`src/rtl/irq_status_ctrl.sv`:
```
module irq_status_ctrl #(
  parameter int LINES = 8,
  parameter int AW    = 5,
  parameter int DW    = 32
) (
  input  logic             clk,
  input  logic             rst_n,
  input  logic [LINES-1:0] hw_event,
  input  logic             reg_wr_en,
  input  logic [AW-1:0]    reg_addr,
  input  logic [DW-1:0]    reg_wdata,
  output logic [DW-1:0]    reg_rdata,
  output logic [LINES-1:0] line_pulse,
  output logic             irq_out
);
  localparam logic [AW-1:0] OFS_MASKED = AW'(5'h00);
  localparam logic [AW-1:0] OFS_RAW    = AW'(5'h04);
  localparam logic [AW-1:0] OFS_RCLR   = AW'(5'h08);
  localparam logic [AW-1:0] OFS_ENSET  = AW'(5'h0C);
  localparam logic [AW-1:0] OFS_ENCLR  = AW'(5'h10);

  logic [LINES-1:0] raw_q, en_q, pulse_q;
  logic [LINES-1:0] wbits, sw_set, clr_vec, set_vec, en_nxt;

  assign wbits   = reg_wdata[LINES-1:0];
  assign sw_set  = (reg_wr_en && reg_addr == OFS_RAW)  ? wbits : '0;
  assign clr_vec = (reg_wr_en && reg_addr == OFS_RCLR) ? wbits : '0;
  assign set_vec = hw_event | sw_set;

  always_comb begin
    en_nxt = en_q;
    if (reg_wr_en && reg_addr == OFS_ENSET) en_nxt = en_q | wbits;
    if (reg_wr_en && reg_addr == OFS_ENCLR) en_nxt = en_q & ~wbits;
  end

  always_ff @(posedge clk or negedge rst_n) begin
    if (!rst_n) begin
      raw_q   <= '0;
      en_q    <= '0;
      pulse_q <= '0;
    end else begin
      raw_q   <= set_vec | (raw_q & ~clr_vec);
      en_q    <= en_nxt;
      pulse_q <= set_vec & (~raw_q | clr_vec) & en_nxt;
    end
  end

  always_comb begin
    reg_rdata = '0;
    case (reg_addr)
      OFS_MASKED: reg_rdata[LINES-1:0] = raw_q & en_q;
      OFS_RAW:    reg_rdata[LINES-1:0] = raw_q;
      OFS_ENSET:  reg_rdata[LINES-1:0] = en_q;
      default:    reg_rdata = '0;
    endcase
  end

  assign line_pulse = pulse_q;
  assign irq_out    = |(raw_q & en_q);
endmodule

```
`config.mk`:
```
export PLATFORM = sky130hd
export DESIGN_NAME = irq_status_ctrl
export DESIGN_NICKNAME = d
export VERILOG_FILES = /design/src/rtl/irq_status_ctrl.sv
export SDC_FILE = /design/constraint.sdc
export NUM_CORES = 1
export LEC_CHECK = 0
export BUFFER_PORTS_ARGS = -buffer_cell sky130_fd_sc_hd__buf_2
export CORE_AREA = 2 2 62 64
export CTS_CLUSTER_DIAMETER = 120
export DETAILED_ROUTE_END_ITERATION = 8
export DIE_AREA = 0 0 64 66
export GPL_ROUTABILITY_DRIVEN = 0
export MAX_ROUTING_LAYER = met4
export PLACE_DENSITY = 0.77
export SYNTH_ARGS = -nofsm -noshare
export SYNTH_HDL_FRONTEND = slang
export SYNTH_SLANG_ARGS = --single-unit
```
`constraint.sdc`:
```
create_clock -name clk -period 1.4 [get_ports clk]
set_clock_uncertainty 0.2 [all_clocks]
set_input_delay 0.07 -clock clk [delete_from_list [all_inputs] [get_ports clk]]
set_output_delay 0.07 -clock clk [all_outputs]
set_load 0.01 [all_outputs]
```
==> impl_metrics.tcl <==
set metrics [dict create \
    met3RoutedLength_um 172 \
    worst_setup_hold_path_clk_slew_ns 0.13 \
    first_pass_grt_wire_length_um 5950 \
    routed_via_density 4.89 \
    seqCellArea_um2 601 \
    timing.critical_path.fanout_max 4 \
    sw_frac_of_total_pct 31.9 \
    clockPowerShare_pct 18.9 \
    die_y_um 66 \
    final_core_util_pct 62.6 \
    path_common_cell "nor2_1" \
    timing.slew.headroom_pct 65.1 \
    route.top_layer_used "met4" \
    placed_cells_incl_taps 256 \
    detail-route-antenna-nets 0 \
    violations "setup timing" \
    most_area_hungry_cell_type_in_the_yosys_netlist "dfrtp_1" \
    synth.avg_cell_area_um2 9.54 \
    routedLengthMet1_um 1670 \
    first_global_vias 1355 \
    cap_viol_max_count 0 \
    crit_buf_inv 1 \
    cp_slowest_stage_delay_ns 0.44 \
    ys_ff_latch 24 \
    pin_count_of_the_biggest_net_entering_global_routing 25 \
    clock_latency_ns 0.31 \
    instances_no_fill 287 \
    dominantRegCellSynth "dfrtp_1" \
    detail_route.first_pass.iterations 4 \
    netlist_instances 153 \
    worst-endpoint-arrival_ns 1.29 \
    cts_tree "yes" \
    outcome "finished with violations" \
    synth.yosys.warnings 0 \
    numClockSinks 24 \
    drc_violations_left 0 \
    cts_root_buffer "clkbuf_4" \
    synth.distinct_cells 29 \
    power_frac_comb_pct 32.3 \
    final.setup.worst_slack_ns -0.158 \
    cts_htree_levels 1 \
    power.share.sequential_pct 48.8 \
    report.final.setup_viol 14 \
    internal_power_w 0.00109 \
    met2RoutedLength_um 1800 \
    category_of_cells_accounting_for_the_largest_share_of_critical_path_delay "flip-flops" \
    top_level_ports 89 \
    timing.critical_path.slowest_stage_cell "dfrtp_1" \
    synth_edf_count 0 \
    drive_gt1_share_pct 46.9 \
    portion_of_synthesized_cell_area_occupied_by_the_leading_cell_type_pct 41.2 \
    ff2ff_setup_slack_ns 0.04 \
    netlist_top_cells_area "dfrtp_1, buf_4, a21oi_1, a2111oi_2, nor2_1" \
    global_route.overflow_total 0 \
    crit_required_ns 1.13 \
    synthesis.area_um2 1460 \
    post_drt_wl_per_cell_um 12.8 \
    portBuffers 40 \
    reported_net_switching_power_w 0.000513 \
    design.die.area_um2 4220 \
    dieWidth_um 64 \
    area_growth_syn_to_layout_pct 52.5 \
    multi_input_logic_area_um2 870 \
    ys_seq_area_share_pct 41.2 \
    hold_viol_final 0 \
    start_kind "flop" \
    final.hold.worst_slack_ns 0.0446 \
    drt_wl_total_um 3680 \
    tightestPinTransition_ns 0.524 \
    grt_usage_pct 18.1 \
    power.static_leakage_nw 1.03 \
    final-max-slew-violation-count 0 \
    worst_r2r_path_depth 5 \
    worstSetupEndpointType "output pin" \
    max_clock_freq_mhz 642 \
    setup_repair_after_global_routing_missed_its_margin "true" \
    detail_route.iter0.violations 91 \
    floorplan.initialDensity_pct 41.1 \
    num-nets-final 289 \
    p_per_area_nw_per_um2 722 \
    via_count 1404 \
    critical_path.reg2reg.startpoint "en_q[0]" \
    synth_common_cells "a21oi_1, buf_4, dfrtp_1" \
    antenna_found_initial 0 \
    n_antenna_cell 0 \
    ir_drop_uv 311 \
    reg2reg_to "line_pulse[0]" \
    worst_min_path_class "in -> async" \
    async_reset_ff_share_pct 100 \
    core_area_um2 3550 \
    final.setup.tns_ns -1.28 \
    dpl.hpwl_um 2470 \
    timing.critical_path.cells "o21ai_2, nor2_1, a31oi_1, nor2_1, buf_2" \
    fillers 266 \
    cts.path.max_buffers 2 \
    critPathKind "reg -> out" \
    period_share_pct 111 \
    total_number_of_placement_rows 22 \
    preCtsSetupSlack_ns -0.384 \
    tritoncts.num_buffers 3 \
    layout_min_cycle_time_ns 1.56 \
]
area by class of cell:
type / count / area share, %
clock buffers: 3 / 1.01
inverters: 1 / 0.169
multi-input cells: 120 / 39.1
flip-flops and latches: 24 / 27.0
well taps: 48 / 2.70
repair buffers: 91 / 30.0
state kept, by name (all words and copies together) (netlist names):
| name | flops |
|---|---|
| en_q | 8 |
| raw_q | 8 |
| line_pulse | 8 |
per-stage QoR:
stage	cell area, um2	power, W
2_1_floorplan	1550	0.00104
3_3_place_gp	1770	0.00113
3_5_place_dp	1770	0.00114
4_1_cts	2080	0.00153
5_1_grt	2220	0.00169
6_report	2220	0.00161
per-layer routing:
metal / GRT usage, % / vias to the layer above
li1: - / 679
met1: 23.3 / 674
met2: 30.6 / 47
met3: 1.53 / 4
met4: 5.43 / 0
met5: - / -
layout by cell type, fill, tap and decap left out, types with 2 or more instances in the layout:
cell / count
conb_1: 24
o21ai_1: 6
buf_6: 8
buf_2: 38
a2111oi_2: 5
dlygate4sd3_1: 17
a22oi_1: 3
a2111oi_4: 2
a21oi_2: 10
nor3b_4: 2
a21oi_1: 14
a21boi_2: 5
nand3b_1: 2
buf_4: 27
clkbuf_4: 3
nand2b_1: 7
dfrtp_1: 24
a31oi_1: 7
a21boi_4: 2
nor2_1: 16
power by group through the flow:
stage | registers [W] | clock network (W) | logic (W)
after floorplan | 0.000788 | 0 | 0.000251
after detailed placement | 0.000800 | 0 | 0.000336
final | 0.000784 | 0.000303 | 0.000518
after global placement | 0.000801 | 0 | 0.000328
after global routing | 0.000790 | 0.000328 | 0.000571
after CTS | 0.000786 | 0.000299 | 0.000448
how the worst max path moves through the flow:
stage           startpoint       endpoint  slack, ns  cells past startpoint
4_1_cts            en_q[3]   reg_rdata[3]      -0.18                      5
5_1_grt            en_q[3]   reg_rdata[3]      -0.24                      5
3_3_place_gp   reg_addr[2]       raw_q[0]      -0.35                      6
3_5_place_dp   reg_addr[2]  line_pulse[7]      -0.38                      6
2_1_floorplan  reg_addr[2]  line_pulse[7]      -0.22                      4
6_report           en_q[3]   reg_rdata[3]      -0.16                      5
cells by family (layout without fill, tap and decap cells):
group | Yosys count | in the layout | synth area share, %
AO/OA/AOI/OAI | 58 | 58 | 27.8
buffers and inverters | 32 | 95 | 14.6
flip-flops | 24 | 24 | 41.2
multiplexers | 1 | 1 | 0.772
other | 1 | 24 | 0.257
AND/OR/NAND/NOR | 37 | 37 | 15.4
timing repair:
action,in CTS,in global routing
endpoints found under the hold margin,48,0
hold buffers,17,0
endpoints found under the setup margin,18,32
pin swaps,8,19
setup buffers,9,2
resized for setup,25,25
No activity file was read; power rests on OpenSTA's default activity.
